===== src/rtl/asm_pkg.sv =====
package asm_pkg;

  // Source chosen when the transmit shift register is loaded
  typedef enum logic [1:0] {
    SEL_ADDR_HI = 2'd0,
    SEL_ADDR_LO = 2'd1,
    SEL_CTRL    = 2'd2,
    SEL_DATA    = 2'd3
  } byteSel_e;

  // Strobes from control to datapath, all single-cycle
  typedef struct packed {
    logic     capture;  // latch request fields
    logic     load;     // load transmit shift register
    byteSel_e sel;      // load source
    logic     shift;    // advance mosi on falling sclk
    logic     sample;   // take miso on rising sclk
    logic     push;     // hand received byte to host
  } dpStrobe_t;

  // Variable-length data mode code in the control byte
  localparam logic [1:0] OM_VARIABLE = 2'b00;

  typedef enum logic [1:0] {
    ST_IDLE  = 2'd0,
    ST_LOAD  = 2'd1,
    ST_SHIFT = 2'd2,
    ST_TAIL  = 2'd3
  } ctlState_e;

endpackage


===== src/rtl/asm_datapath.sv =====
module asm_datapath
  import asm_pkg::*;
(
  input  logic        clk,
  input  logic        rstN,
  input  dpStrobe_t   strobe,
  input  logic [15:0] reqOffset,
  input  logic [4:0]  reqBlock,
  input  logic        reqWrite,
  input  logic [7:0]  wrData,
  input  logic        miso,
  output logic        mosi,
  output logic [7:0]  rdData,
  output logic        rdValid
);

  logic [15:0] offsetQ;
  logic [7:0]  ctrlQ;
  logic [7:0]  txShift;
  logic [7:0]  rxShift;
  logic [7:0]  rdDataQ;
  logic        rdValidQ;
  logic [7:0]  loadByte;

  // Source of the next byte for the transmit shift register
  always_comb begin
    unique case (strobe.sel)
      SEL_ADDR_HI: loadByte = offsetQ[15:8];
      SEL_ADDR_LO: loadByte = offsetQ[7:0];
      SEL_CTRL:    loadByte = ctrlQ;
      default:     loadByte = ctrlQ[2] ? wrData : 8'h00;
    endcase
  end

  always_ff @(posedge clk or negedge rstN) begin
    if (!rstN) begin
      offsetQ <= '0;
      ctrlQ   <= '0;
    end else if (strobe.capture) begin
      offsetQ <= reqOffset;
      ctrlQ   <= {reqBlock, reqWrite, OM_VARIABLE};
    end
  end

  always_ff @(posedge clk or negedge rstN) begin
    if (!rstN) begin
      txShift <= '0;
    end else if (strobe.load) begin
      txShift <= loadByte;
    end else if (strobe.shift) begin
      txShift <= {txShift[6:0], 1'b0};
    end
  end

  always_ff @(posedge clk or negedge rstN) begin
    if (!rstN) begin
      rxShift <= '0;
    end else if (strobe.sample) begin
      rxShift <= {rxShift[6:0], miso};
    end
  end

  always_ff @(posedge clk or negedge rstN) begin
    if (!rstN) begin
      rdDataQ  <= '0;
      rdValidQ <= 1'b0;
    end else begin
      rdValidQ <= strobe.push;
      if (strobe.push) rdDataQ <= rxShift;
    end
  end

  assign mosi    = txShift[7];
  assign rdData  = rdDataQ;
  assign rdValid = rdValidQ;

endmodule


===== src/rtl/asm_control.sv =====
module asm_control
  import asm_pkg::*;
#(
  parameter int HALF_DIV = 2,
  parameter int LEN_W    = 8
) (
  input  logic             clk,
  input  logic             rstN,
  input  logic             reqValid,
  input  logic             reqWrite,
  input  logic [LEN_W-1:0] reqLen,
  input  logic             wrValid,
  output logic             reqReady,
  output logic             wrReady,
  output dpStrobe_t        strobe,
  output logic             sclk,
  output logic             csN,
  output logic             busy,
  output logic             errPulse
);

  localparam int DIV_W = (HALF_DIV < 2) ? 1 : $clog2(HALF_DIV);
  localparam logic [DIV_W-1:0] DIV_LAST = DIV_W'(HALF_DIV - 1);
  localparam logic [LEN_W-1:0] LEN_ONE  = LEN_W'(1);

  ctlState_e        state;
  logic [DIV_W-1:0] divCnt;
  logic [2:0]       bitCnt;
  logic [1:0]       hdrCnt;   // 0..2 header bytes, 3 = data bytes
  logic [LEN_W-1:0] dataLeft;
  logic             writeQ;
  logic             sclkQ;
  logic             errQ;

  logic isData, divDone, loadOk, fallEdge, lastBit, lastByte, accept;

  assign isData   = (hdrCnt == 2'd3);
  assign divDone  = (divCnt == DIV_LAST);
  assign loadOk   = (state == ST_LOAD) && (!(isData && writeQ) || wrValid);
  assign fallEdge = (state == ST_SHIFT) && divDone && sclkQ;
  assign lastBit  = (bitCnt == 3'd7);
  assign lastByte = isData && (dataLeft == LEN_ONE);
  assign accept   = (state == ST_IDLE) && reqValid;

  assign reqReady = (state == ST_IDLE);
  assign wrReady  = (state == ST_LOAD) && isData && writeQ;
  assign busy     = (state != ST_IDLE);
  assign csN      = (state == ST_IDLE);
  assign sclk     = sclkQ;
  assign errPulse = errQ;

  always_comb begin
    strobe         = '0;
    strobe.capture = accept && (reqLen != '0);
    strobe.load    = loadOk;
    strobe.sel     = isData ? SEL_DATA : byteSel_e'(hdrCnt);
    strobe.sample  = (state == ST_SHIFT) && divDone && !sclkQ;
    strobe.shift   = fallEdge && !lastBit;
    strobe.push    = fallEdge && lastBit && isData && !writeQ;
  end

  always_ff @(posedge clk or negedge rstN) begin
    if (!rstN) begin
      state    <= ST_IDLE;
      divCnt   <= '0;
      bitCnt   <= '0;
      hdrCnt   <= '0;
      dataLeft <= '0;
      writeQ   <= 1'b0;
      sclkQ    <= 1'b0;
      errQ     <= 1'b0;
    end else begin
      errQ <= 1'b0;
      unique case (state)
        ST_IDLE: begin
          if (accept) begin
            if (reqLen == '0) begin
              errQ <= 1'b1;
            end else begin
              state    <= ST_LOAD;
              hdrCnt   <= 2'd0;
              dataLeft <= reqLen;
              writeQ   <= reqWrite;
            end
          end
        end
        ST_LOAD: begin
          if (loadOk) begin
            state  <= ST_SHIFT;
            divCnt <= '0;
            bitCnt <= '0;
          end
        end
        ST_SHIFT: begin
          if (divDone) begin
            divCnt <= '0;
            sclkQ  <= !sclkQ;
            if (sclkQ) begin
              if (lastBit) begin
                if (lastByte) begin
                  state <= ST_TAIL;
                end else begin
                  state <= ST_LOAD;
                end
                if (isData) dataLeft <= dataLeft - LEN_ONE;
                else        hdrCnt   <= hdrCnt + 2'd1;
              end else begin
                bitCnt <= bitCnt + 3'd1;
              end
            end
          end else begin
            divCnt <= divCnt + DIV_W'(1);
          end
        end
        default: begin
          if (divDone) begin
            state  <= ST_IDLE;
            divCnt <= '0;
          end else begin
            divCnt <= divCnt + DIV_W'(1);
          end
        end
      endcase
    end
  end

endmodule


===== src/rtl/addr_spi_master.sv =====
module addr_spi_master
  import asm_pkg::*;
#(
  parameter int HALF_DIV = 2,
  parameter int LEN_W    = 8
) (
  input  logic             clk,
  input  logic             rstN,
  input  logic             reqValid,
  output logic             reqReady,
  input  logic [15:0]      reqOffset,
  input  logic [4:0]       reqBlock,
  input  logic             reqWrite,
  input  logic [LEN_W-1:0] reqLen,
  input  logic [7:0]       wrData,
  input  logic             wrValid,
  output logic             wrReady,
  output logic [7:0]       rdData,
  output logic             rdValid,
  output logic             busy,
  output logic             errPulse,
  output logic             sclk,
  output logic             csN,
  output logic             mosi,
  input  logic             miso
);

  dpStrobe_t strobe;

  asm_control #(.HALF_DIV(HALF_DIV), .LEN_W(LEN_W)) u_ctl (
    .clk      (clk),
    .rstN     (rstN),
    .reqValid (reqValid),
    .reqWrite (reqWrite),
    .reqLen   (reqLen),
    .wrValid  (wrValid),
    .reqReady (reqReady),
    .wrReady  (wrReady),
    .strobe   (strobe),
    .sclk     (sclk),
    .csN      (csN),
    .busy     (busy),
    .errPulse (errPulse)
  );

  asm_datapath u_dp (
    .clk       (clk),
    .rstN      (rstN),
    .strobe    (strobe),
    .reqOffset (reqOffset),
    .reqBlock  (reqBlock),
    .reqWrite  (reqWrite),
    .wrData    (wrData),
    .miso      (miso),
    .mosi      (mosi),
    .rdData    (rdData),
    .rdValid   (rdValid)
  );

endmodule


===== config.mk =====
export PLATFORM = sky130hd
export DESIGN_NAME = addr_spi_master
export DESIGN_NICKNAME = d
export VERILOG_FILES = /design/src/rtl/asm_pkg.sv /design/src/rtl/asm_datapath.sv /design/src/rtl/asm_control.sv /design/src/rtl/addr_spi_master.sv
export SDC_FILE = /design/constraint.sdc
export NUM_CORES = 1
export LEC_CHECK = 0
export BUFFER_PORTS_ARGS = -buffer_cell sky130_fd_sc_hd__buf_4
export CORE_MARGIN = 10
export CORE_UTILIZATION = 45
export CTS_BUF_LIST = sky130_fd_sc_hd__clkbuf_16
export CTS_CLUSTER_SIZE = 25
export DETAILED_ROUTE_END_ITERATION = 7
export GPL_TIMING_DRIVEN = 0
export MAX_ROUTING_LAYER = met4
export PLACE_DENSITY = 0.64
export SKIP_LAST_GASP = 1
export SLEW_MARGIN = 10
export SYNTH_ARGS = -nofsm -noshare
export SYNTH_HDL_FRONTEND = slang
export SYNTH_SLANG_ARGS = --single-unit
export TNS_END_PERCENT = 10

===== constraint.sdc =====
create_clock -name clk -period 3.65 [get_ports clk]
set_input_delay 0.1825 -clock clk [delete_from_list [all_inputs] [get_ports clk]]
set_output_delay 0.1825 -clock clk [all_outputs]
set_load 0.02 [all_outputs]

# Yosys cells after proc, flatten, opt, wreduce, memory -nomap -nowiden

Cells that the tools add are included.

Output and inout bits: 16
Input port bits: 43
Logic and storage cells: 110
Register bits: 66

Bitwise gates (word level): 2
Eq/ne operators: 16
Muxes and demuxes: 39
$add $sub $neg: 4
Reductions and logical operators: 35

Operators by type and width:

| kind                | count |
|---|---|
| $mux 8              | 9 |
| $mux 2              | 15 |
| $pmux 8 s3          | 1 |
| $reduce_and 7->1    | 3 |
| $pmux 8 s2          | 1 |
| $logic_and 1x1->1   | 14 |
| $mux 3              | 4 |
| $ne 2x1->1 const B  | 6 |
| $eq 8x1->1 const B  | 1 |
| $logic_not 8->1     | 1 |
| $reduce_bool 2->1   | 4 |
| $reduce_bool 8->1   | 1 |
| $sub 8x1->8 const B | 1 |
| $eq 2x2->1 const B  | 3 |
| $ne 2x2->1 const B  | 3 |
| $pmux 2 s3          | 1 |
| $pmux 3 s2          | 1 |
| $mux 1              | 5 |
| $reduce_and 5->1    | 1 |
| $eq 2x1->1 const B  | 2 |
| $logic_not 1->1     | 4 |
| $logic_not 2->1     | 2 |
| $pmux 2 s2          | 1 |
| $reduce_and 2->1    | 2 |
| other kinds (9)     | 10 |

# Logic depth before layout (Yosys ltp)

Gate-level depths: netlist of run 1.

Depth after elaboration: 7
Depth in mapped cells: 7
Gate-level depth less buffers: 6

# Modules after synthesis

From an unflattened synthesis of run 1, not the netlist that was laid out.

Cell total of the unflattened synthesis: 293
Area, all modules: 3323.2 sq um

Modules (own cells, without submodules):

| module       | instances | sequential area each (sq um) | area an instance (sq um) | cells each |
|---|---|---|---|---|
| asm_datapath | 1         | 1176.1                       | 2053.2                   | 145 |
| asm_control  | 1         | 475.5                        | 1270.0                   | 148 |

# Least setup slack after synthesis of run 1

Ideal clock, no wire load.

Kind: register to register
Start: reg u_ctl.bitCnt[0]
End: reg u_dp.rdDataQ[0] (netlist: u_dp.rdData[0])
Buffers on the path: 0
Data required time: 3.522 ns
Stages on the path, launching flop included: 7
Setup time: 0.128 ns
Slack: 1.848 ns
Period minus slack after synthesis: 1.802 ns
Data arrival time: 1.674 ns
Cell sequence: dfrtp_1 -> ha_1 -> ha_1 -> nand2_1 -> or3_4 -> nor2_8 -> mux2_1

RTL lines:

| element                | line               | RTL |
|---|---|---|
| start, declared        | asm_control.sv:28  | `logic [2:0] bitCnt;` |
| start signal, assigned | asm_control.sv:108 | `bitCnt <= bitCnt + 3'd1;` |
| end signal, assigned   | asm_datapath.sv:69 | `if (strobe.push) rdDataQ <= rxShift;` |
| end, declared          | asm_datapath.sv:21 | `logic [7:0] rdDataQ;` |

==> impl_metrics.py, run 1 <==
metrics = {
    "clock_network": {
        "hold_buffers": 0,
        "clock-sinks": 66,
        "cts_root_buffer": "clkbuf_16",
        "clock_latency_ns": 0.33,
        "cts.clk_slew.worst_paths_ns": 0.05,
        "tritoncts_clock_tree": "built",
        "post_cts_setup_bufs": 0,
        "clock_path_buffers": 2,
        "cts.repair.resized": 0,
        "cts_max_level": 3,
        "cts_buffers": 9,
    },
    "final_layout": {
        "multi_input_comb_area_sq_mm": 0.00145,
        "nFillCells": 595,
        "area.sequential_sq_mm": 0.00165,
        "final_layout_size_suffix_gt1_frac": 0.307,
        "syn_to_final_growth_pct": 27.0,
        "fin_area_sq_mm": 0.00407,
        "layout.cells.most_common_list": "dfrtp_1, buf_4, mux2_1, nor2_1",
        "diodes": 0,
        "layout.nets": 386,
        "layout_commonest_cell": "dfrtp_1",
    },
    "synthesis": {
        "avg_synthesized_cell_area_sq_um": 12.1,
        "synth-warning-count": 0,
        "postSynth.topFlopCell": "dfrtp_1",
        "synth_top_cell_area_share": 0.515,
        "yosys.cell_types.count": 51,
        "synthCells": 265,
        "synth-seq-area-share": 0.515,
        "ys_top_cells_by_area": "dfrtp_1, mux2_1, mux2_2",
        "synth-edff-count": 0,
        "postSynthRegisterBits": 66,
        "synth_async_sr_flop_share": 1.00,
        "synthDominantAreaCellType": "dfrtp_1",
        "syn-cell-area_sq_mm": 0.00321,
        "mappedNetlistNets": 317,
    },
    "timing": {
        "fmax_mhz": 504,
        "fin_tns_setup_ns": 0,
        "max_slew_margin": 0.446,
        "worst_slew_pin_slew_ns": 0.831,
        "timing.clock.skew_ns": 0.00634,
        "post-route-worst-setup-slack_ns": 1.67,
        "hold_violation_total_from_the_final_report": 66,
        "period_minus_slack_ns": 1.98,
        "setup_viol": 0,
        "whs_ns": -0.0364,
        "final.period_utilization": 0.544,
        "grt_setup_unrepaired": "false",
        "final_max_slew_viol_count": 0,
    },
    "hold_path": {
        "kind_of_path_behind_the_tightest_hold_check": "input pin to asynchronous set/reset pin",
    },
    "floorplan": {
        "die_h_um": 104,
        "design.portCount": 59,
        "std_cell_rows": 30,
        "chipWidth_um": 104,
        "initial_core_util": 0.467,
        "total_die_area_sq_mm": 0.0109,
        "fp.coreArea_sq_mm": 0.00687,
    },
    "power_and_ir_drop": {
        "cellLeakagePower_nw": 1.94,
        "ir_worst_vdd_mv": 0.251,
        "powerDensity_mw_per_mm2": 428,
    },
    "place": {
        "detailed_place.area_sq_mm": 0.00376,
        "finalWeightedCongestion": 0.859,
        "place.port_buffers": 58,
        "pre_cts_worst_setup_slack_ns": 1.67,
        "total_half_perimeter_wirelength_after_legalization_and_detailed_placement_um": 5180,
    },
    "detailed_routing": {
        "first_pass_iters": 4,
        "drt-initial-drc-count": 117,
        "drt_wl_total_um": 6940,
        "postRouteAntennaNets": 0,
        "vias": 2319,
        "routed_wire_per_std_cell_um": 15.9,
        "drcViolationCount": 0,
        "routed_via_density": 5.33,
    },
    "worst_setup_path": {
        "crit_required_ns": 3.85,
        "setup.worst_path.start_class": "register",
        "worst-path-max-fanout": 9,
        "worst-setup-path-type": "register to register",
        "endpoint_type_of_the_worst_setup_path": "register",
        "worstPathArrival_ns": 2.18,
        "rr_worst_depth": 6,
    },
    "grt": {
        "grt_pass1_wl_um": 12000,
        "grt_usage": 0.136,
        "largest_net_degree_at_the_start_of_global_routing": 67,
        "grt_antenna_before_repair": 0,
        "grt_overflow": 0,
        "number_of_global_route_vias_before_repair": 2450,
    },
    "flow_run": {
        "max_cap_viols": 0,
    },
    "outcome": {
        "failing_checks": "negative hold slack",
        "outcome": "finished with violations",
    },
}
## worst paths after layout
kind / start / to / slack [ns]
max in group asynchronous: rstN / u_ctl.dataLeft[1] / 3.15
min in group clk: reqOffset[0] / u_dp.offsetQ[0] / 0.07
setup reg to reg: u_ctl.bitCnt[1] / u_dp.rdData[4] / 1.67
hold / removal: rstN / u_dp.txShift[6] / -0.04
setup / recovery: u_ctl.bitCnt[1] / u_dp.rdData[4] / 1.67
hold reg to reg: u_dp.rdData[6] / u_dp.rdData[6] / 0.48
## report_power, final
| part | internal [mW] | total (mW) | leakage [nW] | switching (mW) |
|---|---|---|---|---|
| combinational | 0.0487 | 0.0874 | 0.963 | 0.0387 |
| clock | 0.590 | 0.890 | 0.154 | 0.300 |
| sequential | 0.754 | 0.768 | 0.827 | 0.0136 |
| total | 1.39 | 1.75 | 1.94 | 0.353 |
## worst max-delay path, cell delays in order (launching register included)
cell and delay [ns]:
dfrtp_1 0.36, ha_1 0.16, ha_1 0.24, nand2_1 0.12, or3_4 0.45, nor2_8 0.18, mux2_1 0.34
## logic make-up after synthesis
group                    after synthesis  share of synthesized area
AO/OA/AOI/OAI                         61                      0.141
XOR/XNOR                               1                    0.00273
adder cells (fa/ha/maj)                9                     0.0351
multiplexers                          50                      0.172
buffers and inverters                 22                     0.0320
flip-flops                            66                      0.515
AND/OR/NAND/NOR                       56                      0.102
## metrics by stage
| step | std cells | power (mW) | utilization |
|---|---|---|---|
| detailed placement | 419 | 0.870 | 0.548 |
| CTS | 435 | 1.76 | 0.593 |
| global placement | 419 | 0.867 | 0.548 |
| floorplan | 265 | 0.806 | - |
| global route | 435 | 1.81 | 0.593 |
| finish | 435 | 1.75 | 0.593 |
## cells in the mapped netlist (3+ instances only)
library cell / count
a211oi_1: 6
a21oi_1: 11
a222oi_1: 5
a22o_1: 3
a22oi_1: 7
and2_1: 4
buf_2: 4
buf_4: 4
clkbuf_1: 5
dfrtp_1: 66
ha_1: 9
inv_1: 8
mux2_1: 31
mux2_2: 11
mux2i_1: 8
nand2_1: 10
nor2_1: 17
nor3_1: 4
o21ai_0: 7
o221ai_1: 3
## registers in the layout, summed over array words and instances (netlist names)
register / cells
u_dp.offsetQ: 16
u_ctl.dataLeft: 8
u_dp.rdData: 8
u_dp.rxShift: 8
u_dp.txShift: 8
u_dp.ctrlQ: 6
u_ctl.bitCnt: 3
u_ctl.hdrCnt: 2
u_ctl.state: 2
u_ctl.divCnt: 1
u_ctl.errPulse: 1
u_ctl.sclk: 1
u_ctl.writeQ: 1
u_dp.rdValid: 1
## layout make-up
type                    instances  share of cell area
flip-flops and latches         66               0.405
multi-input cells             177               0.357
repair buffers                 58               0.107
clock buffers                   9              0.0553
well taps                      96              0.0295
clock inverters                 7              0.0209
plain buffers                  14              0.0178
inverters                       8             0.00737
## per-layer routing
layer,wire (um),global-route usage,up-vias
met5,0,-,-
met4,121,0.0596,0
met3,322,0.0304,12
met2,3360,0.208,63
met1,3130,0.168,1117
li1,-,-,1127
Note: power is estimated with default switching activity, not from simulation.
==> run 2, diff against run 1 <==
--- a/config.mk
+++ b/config.mk
@@ -5,6 +5,7 @@
 export SDC_FILE = /design/constraint.sdc
 export NUM_CORES = 1
 export LEC_CHECK = 0
+export ABC_AREA = 1
 export BUFFER_PORTS_ARGS = -buffer_cell sky130_fd_sc_hd__buf_4
 export CORE_MARGIN = 10
 export CORE_UTILIZATION = 45
@@ -13,7 +14,7 @@
 export DETAILED_ROUTE_END_ITERATION = 7
 export GPL_TIMING_DRIVEN = 0
 export MAX_ROUTING_LAYER = met4
-export PLACE_DENSITY = 0.64
+export PLACE_DENSITY = 0.66
 export SKIP_LAST_GASP = 1
 export SLEW_MARGIN = 10
 export SYNTH_ARGS = -nofsm -noshare
==> constraint.sdc (replaced) <==
create_clock -name clk -period 1.75 [get_ports clk]
set_input_delay 0.0875 -clock clk [delete_from_list [all_inputs] [get_ports clk]]
set_output_delay 0.0875 -clock clk [all_outputs]
set_load 0.02 [all_outputs]
==> impl_metrics.py, run 2 <==
metrics = {
    "detailed_routing": {
        "routed_via_density": 4.73,
        "routed_wire_per_std_cell_um": 12.8,
        "first_pass_iters": 4,
        "postRouteAntennaNets": 0,
        "drt-initial-drc-count": 153,
        "vias": 2996,
        "drt_wl_total_um": 8120,
        "drcViolationCount": 0,
    },
    "synthesis": {
        "ys_top_cells_by_area": "dfrtp_1, nand2_1, inv_1",
        "synth_async_sr_flop_share": 1.00,
        "synthDominantAreaCellType": "dfrtp_1",
        "synthMostInstantiatedCell": "nand2_1",
        "yosys.cell_types.count": 26,
        "postSynthRegisterBits": 66,
        "postSynth.topFlopCell": "dfrtp_1",
        "synth_common_cells": "nand2_1, dfrtp_1, inv_1",
        "synth-seq-area-share": 0.498,
        "syn-cell-area_sq_mm": 0.00331,
        "avg_synthesized_cell_area_sq_um": 7.60,
        "synth-edff-count": 0,
        "synth_top_cell_area_share": 0.498,
        "synthCells": 436,
        "mappedNetlistNets": 488,
        "synth-warning-count": 0,
    },
    "grt": {
        "met3_usage": 0.0335,
        "grt_pass1_wl_um": 13800,
        "grt_antenna_before_repair": 0,
        "grt_usage": 0.151,
        "largest_net_degree_at_the_start_of_global_routing": 67,
        "grt_overflow": 0,
        "grt_use_met1": 0.194,
        "grtUsageMet2": 0.235,
        "globalRoute.busiestLayer": "met2",
        "number_of_global_route_vias_before_repair": 2929,
    },
    "final_layout": {
        "nFillCells": 676,
        "diodes": 0,
        "regMostFlops": "u_dp.offsetQ",
        "layout.nets": 582,
        "final_layout_size_suffix_gt1_frac": 0.187,
        "layout.cells.most_common_list": "nand2_1, dfrtp_1, buf_4, inv_1, nor2_1",
        "layout_commonest_cell": "nand2_1",
        "syn_to_final_growth_pct": 34.2,
        "flip_flop_count_of_the_largest_register_all_copies_and_words_added": 16,
    },
    "floorplan": {
        "initial_core_util": 0.459,
        "fp.coreArea_sq_mm": 0.00721,
        "design.portCount": 59,
        "total_die_area_sq_mm": 0.0112,
        "chipWidth_um": 106,
        "std_cell_rows": 31,
        "die_h_um": 106,
    },
    "timing": {
        "hold_violation_total_from_the_final_report": 0,
        "fin_tns_setup_ns": 0,
        "final.period_utilization": 0.974,
        "worst_slew_pin_slew_ns": 0.835,
        "setup_viol": 0,
        "max_slew_margin": 0.443,
        "grt_setup_unrepaired": "true",
        "timing.clock.skew_ns": 0.00530,
        "final_max_slew_viol_count": 0,
        "period_minus_slack_ns": 1.71,
        "fmax_mhz": 586,
    },
    "worst_setup_path": {
        "endpoint_type_of_the_worst_setup_path": "register",
        "crit_required_ns": 1.95,
        "r2r_start": "u_ctl.state[0]",
        "rr_worst_depth": 7,
        "critical-path-max-stage-delay_ns": 0.45,
        "worst-path-max-fanout": 10,
        "worstReg2RegEnd": "u_dp.rdData[6]",
        "slowest_stage": "dfrtp_1",
        "worstPathCellList": "inv_2 -> nand2_2 -> nor2_4 -> nand4_2 -> clkbuf_2 -> nand2_1 -> o21ai_1",
        "timing.reg2reg.setup_slack_ns": 0.04,
        "worstPathArrival_ns": 1.91,
        "setup.worst_path.start": "u_ctl.state[0]",
        "worst-setup-path-type": "register to register",
        "setup.worst_path.start_class": "register",
    },
    "place": {
        "place.port_buffers": 58,
        "finalWeightedCongestion": 0.833,
        "total_half_perimeter_wirelength_after_legalization_and_detailed_placement_um": 5780,
    },
    "clock_network": {
        "tritoncts_clock_tree": "built",
        "clock_path_buffers": 2,
        "cts_root_buffer": "clkbuf_16",
        "cts_max_level": 3,
        "clock-sinks": 66,
        "clock_latency_ns": 0.32,
        "cts_buffers": 9,
        "cts.clk_slew.worst_paths_ns": 0.05,
    },
    "flow_run": {
        "max_cap_viols": 0,
    },
    "hold_path": {
        "min-delay-start": "miso",
        "kind_of_path_behind_the_tightest_hold_check": "input pin to register",
        "end_point_of_the_worst_hold_path": "u_dp.rxShift[0]",
        "min_path_cells": 3,
    },
    "outcome": {
        "outcome": "complete, no violations",
    },
    "power_and_ir_drop": {
        "ir_worst_vdd_mv": 0.660,
        "design_power_total_mw": 6.78,
        "cellLeakagePower_nw": 2.32,
        "powerDensity_mw_per_mm2": 1520,
    },
}
==> run 2: cell types whose count changed after synthesis, moves of 11 or more <==
cell	previous run	this run
mux2_1	31	0
mux2_2	11	0
nor2_1	17	29
o21ai_1	2	20
nand2_1	10	185
inv_1	8	37
nand3_1	2	22
==> run 2: cell families after synthesis <==
kind of cell / count (synthesis) / share of synthesized area
adders and majority gates: 9 / 0.0340
DFF: 66 / 0.498
buffers and inverters: 57 / 0.0725
AOI/OAI and AO/OA: 52 / 0.0853
and+or+nand+nor: 252 / 0.310
==> run 2: cell type report <==
type | count | area, sq um | area share
Buffer | 14 | 85.1 | 0.0191
Clock buffer | 9 | 225 | 0.0506
Clock inverter | 6 | 75.1 | 0.0169
Inverter | 43 | 164 | 0.0369
Multi-Input combinational cell | 313 | 1440 | 0.324
Sequential cell | 66 | 1650 | 0.371
Tap cell | 99 | 124 | 0.0279
Timing Repair Buffer | 83 | 681 | 0.153
==> run 2: worst max path at each step <==
stage	slack [ns]	to	cells past startpoint
finish	0.04	u_dp.rdData[6]	7
global route	-0.07	u_dp.rdData[6]	7
CTS	-0.03	u_dp.txShift[5]	6
detailed placement	-0.22	u_ctl.hdrCnt[1]	9
global placement	-0.18	u_ctl.state[1]	9
floorplan	0.13	u_ctl.state[1]	9
==> run 2: what timing repair did <==
item	in CTS	in global routing
setup endpoints to repair	17	47
hold buffers	23	0
resized for setup	2	11
endpoints found under the hold margin	88	0
setup buffers	0	2
==> run 2: routing by layer <==
metal / vias to the layer above / wire, um
li1: 1562 / -
met1: 1371 / 3900
met2: 53 / 3850
met3: 10 / 272
met4: 0 / 100
met5: - / 0
==> run 2: power by group <==
| group | leakage (nW) | internal, mW | switching (mW) |
|---|---|---|---|
| logic | 1.31 | 0.944 | 1.54 |
| registers | 0.852 | 2.07 | 0.403 |
| clock network | 0.153 | 1.22 | 0.605 |
==> run 2: worst max-delay path, delay by kind of cell (launching register included) <==
family	cells	cell delay (ns)
DFF	1	0.45
and+or+nand+nor	4	0.68
AOI/OAI and AO/OA	1	0.06
buffers and inverters	2	0.40
==> run 2: metrics by stage <==
stage	util	std cells	setup WS, ns	hold WS, ns	area, sq um
CTS	0.611	631	-0.0257	0.00198	4410
finish	0.616	633	0.0448	0.00699	4450
global placement	0.537	593	-0.185	0.246	3870
floorplan	-	436	0.135	-0.208	3310
global route	0.616	633	-0.0724	0.0346	4450
detailed placement	0.537	593	-0.222	0.249	3870
==> run 3, diff against run 2 <==
--- a/config.mk
+++ b/config.mk
@@ -15,6 +15,7 @@
 export GPL_TIMING_DRIVEN = 0
 export MAX_ROUTING_LAYER = met4
 export PLACE_DENSITY = 0.66
+export REMOVE_ABC_BUFFERS = 1
 export SKIP_LAST_GASP = 1
 export SLEW_MARGIN = 10
 export SYNTH_ARGS = -nofsm -noshare
==> impl_metrics.py, run 3 (same netlist as run 2, synthesis figures left out) <==
metrics = {
    "worst_setup_path": {
        "crit_required_ns": 1.98,
        "worst-path-max-fanout": 11,
        "r2r_start": "u_ctl.state[0]",
        "slowest_stage": "dfrtp_1",
        "worstReg2RegEnd": "u_ctl.writeQ",
        "worstPathCellList": "nor2_2 -> nand2_1 -> nor2_4 -> buf_4 -> nand2_1 -> o21ai_0",
        "timing.reg2reg.setup_slack_ns": 0.07,
        "worst-setup-path-type": "register to register",
        "rr_worst_depth": 6,
        "cp_common_cell": "nand2_1",
        "endpoint_type_of_the_worst_setup_path": "register",
        "critical-path-max-stage-delay_ns": 0.46,
        "worstPathArrival_ns": 1.91,
        "setup.worst_path.start_class": "register",
    },
    "timing": {
        "fin_tns_setup_ns": 0,
        "setup_viol": 0,
        "period_minus_slack_ns": 1.68,
        "hold_violation_total_from_the_final_report": 0,
        "timing.clock.skew_ns": 0.00542,
        "worst_slew_pin_slew_ns": 0.846,
        "final.period_utilization": 0.958,
        "grt_setup_unrepaired": "true",
        "fmax_mhz": 597,
        "max_slew_margin": 0.436,
        "post-route-worst-setup-slack_ns": 0.0742,
        "final_max_slew_viol_count": 0,
    },
    "grt": {
        "largest_net_degree_at_the_start_of_global_routing": 67,
        "grt_pass1_wl_um": 14000,
        "grt_antenna_before_repair": 0,
        "grt_usage": 0.156,
        "number_of_global_route_vias_before_repair": 2965,
        "grt_overflow": 0,
    },
    "floorplan": {
        "fp.coreArea_sq_mm": 0.00721,
        "std_cell_rows": 31,
        "die_h_um": 106,
        "initial_core_util": 0.459,
        "design.portCount": 59,
        "chipWidth_um": 106,
        "total_die_area_sq_mm": 0.0112,
    },
    "power_and_ir_drop": {
        "cellLeakagePower_nw": 2.33,
        "powerDensity_mw_per_mm2": 1530,
        "ir_worst_vdd_mv": 0.685,
    },
    "final_layout": {
        "layout.nets": 576,
        "layout_commonest_cell": "nand2_1",
        "syn_to_final_growth_pct": 34.8,
        "layout.cells.most_common_list": "nand2_1, buf_4, dfrtp_1, inv_1, nor2_1",
        "finalNonFillerCells": 627,
        "regMostFlops": "u_dp.offsetQ",
        "diodes": 0,
        "final_layout_size_suffix_gt1_frac": 0.186,
        "flip_flop_count_of_the_largest_register_all_copies_and_words_added": 16,
    },
    "detailed_routing": {
        "postRouteAntennaNets": 0,
        "routed_via_density": 4.74,
        "drt-initial-drc-count": 155,
        "first_pass_iters": 4,
        "routed_wire_per_std_cell_um": 13.2,
        "drt_wl_total_um": 8300,
        "drcViolationCount": 0,
        "vias": 2973,
    },
    "hold_path": {
        "kind_of_path_behind_the_tightest_hold_check": "input pin to register",
        "end_point_of_the_worst_hold_path": "u_dp.ctrlQ[2]",
        "min_path_cells": 3,
        "min-delay-start": "reqWrite",
    },
    "place": {
        "finalWeightedCongestion": 0.877,
        "pre_cts_worst_setup_slack_ns": -0.577,
        "place.port_buffers": 58,
        "total_half_perimeter_wirelength_after_legalization_and_detailed_placement_um": 5470,
        "place.detailed.instances": 579,
    },
    "clock_network": {
        "clock_path_buffers": 2,
        "cts.clk_slew.worst_paths_ns": 0.05,
        "clock-sinks": 66,
        "cts_root_buffer": "clkbuf_16",
        "clock_latency_ns": 0.33,
        "tritoncts_clock_tree": "built",
        "cts_buffers": 9,
        "cts_max_level": 3,
    },
    "flow_run": {
        "max_cap_viols": 0,
    },
    "outcome": {
        "outcome": "complete, no violations",
    },
}
[run 3: final cells by class]
class / count / area, sq um
fillers: 669 / 2750
flip-flops and latches: 66 / 1650
multi-input cells: 314 / 1480
repair buffers: 90 / 746
clock buffers: 9 / 225
inverters: 43 / 164
well taps: 99 / 124
clock inverters: 6 / 75.1
[run 3: repair_timing]
| action | 4_1_cts | 5_1_grt |
|---|---|---|
| hold buffers | 23 | 0 |
| setup endpoints to repair | 53 | 52 |
| endpoints found under the hold margin | 88 | 0 |
| pin swaps | 1 | 1 |
| resized for setup | 5 | 11 |
| buffers inserted | 1 | 8 |
| cloned | 1 | 0 |
[run 3: per-stage QoR]
step	utilization	area (sq um)	hold WS, ns	power (mW)
2_1_floorplan	-	3240	-0.208	4.05
3_3_place_gp	0.526	3790	0.245	4.70
3_5_place_dp	0.526	3790	0.251	4.77
4_1_cts	0.604	4360	0.00181	6.71
5_1_grt	0.619	4470	0.0513	7.40
6_report	0.619	4470	0.0102	6.86
[run 3: routing by layer]
| metal | GRT usage | vias up | share of wire |
|---|---|---|---|
| met5 | - | - | 0 |
| met2 | 0.245 | 45 | 0.49 |
| met3 | 0.0238 | 6 | 0.022 |
| met4 | 0.0658 | 0 | 0.011 |
| li1 | - | 1557 | - |
| met1 | 0.197 | 1365 | 0.48 |
[run 3: worst max path at each step]
stage	slack, ns	end	start
after floorplan	-0.39	u_dp.ctrlQ[2]	u_ctl.state[1]
after global placement	-0.57	u_dp.offsetQ[7]	u_ctl.state[1]
after detailed placement	-0.58	u_dp.offsetQ[3]	u_ctl.state[1]
after CTS	-0.11	u_ctl.dataLeft[6]	u_ctl.bitCnt[0]
after global routing	-0.07	u_dp.txShift[4]	u_ctl.state[0]
final	0.07	u_ctl.writeQ	u_ctl.state[0]
[run 3: critical path, delay by kind of cell (launching register included)]
kind	cells	cell delay [ns]
buf+inv	1	0.20
simple gates	4	0.83
compound gates	1	0.09
flops	1	0.46
[run 3: power breakdown]
part           switching [mW]  internal [mW]
logic                    1.61          0.977
registers               0.378           2.07
clock network           0.606           1.22
total                    2.60           4.26
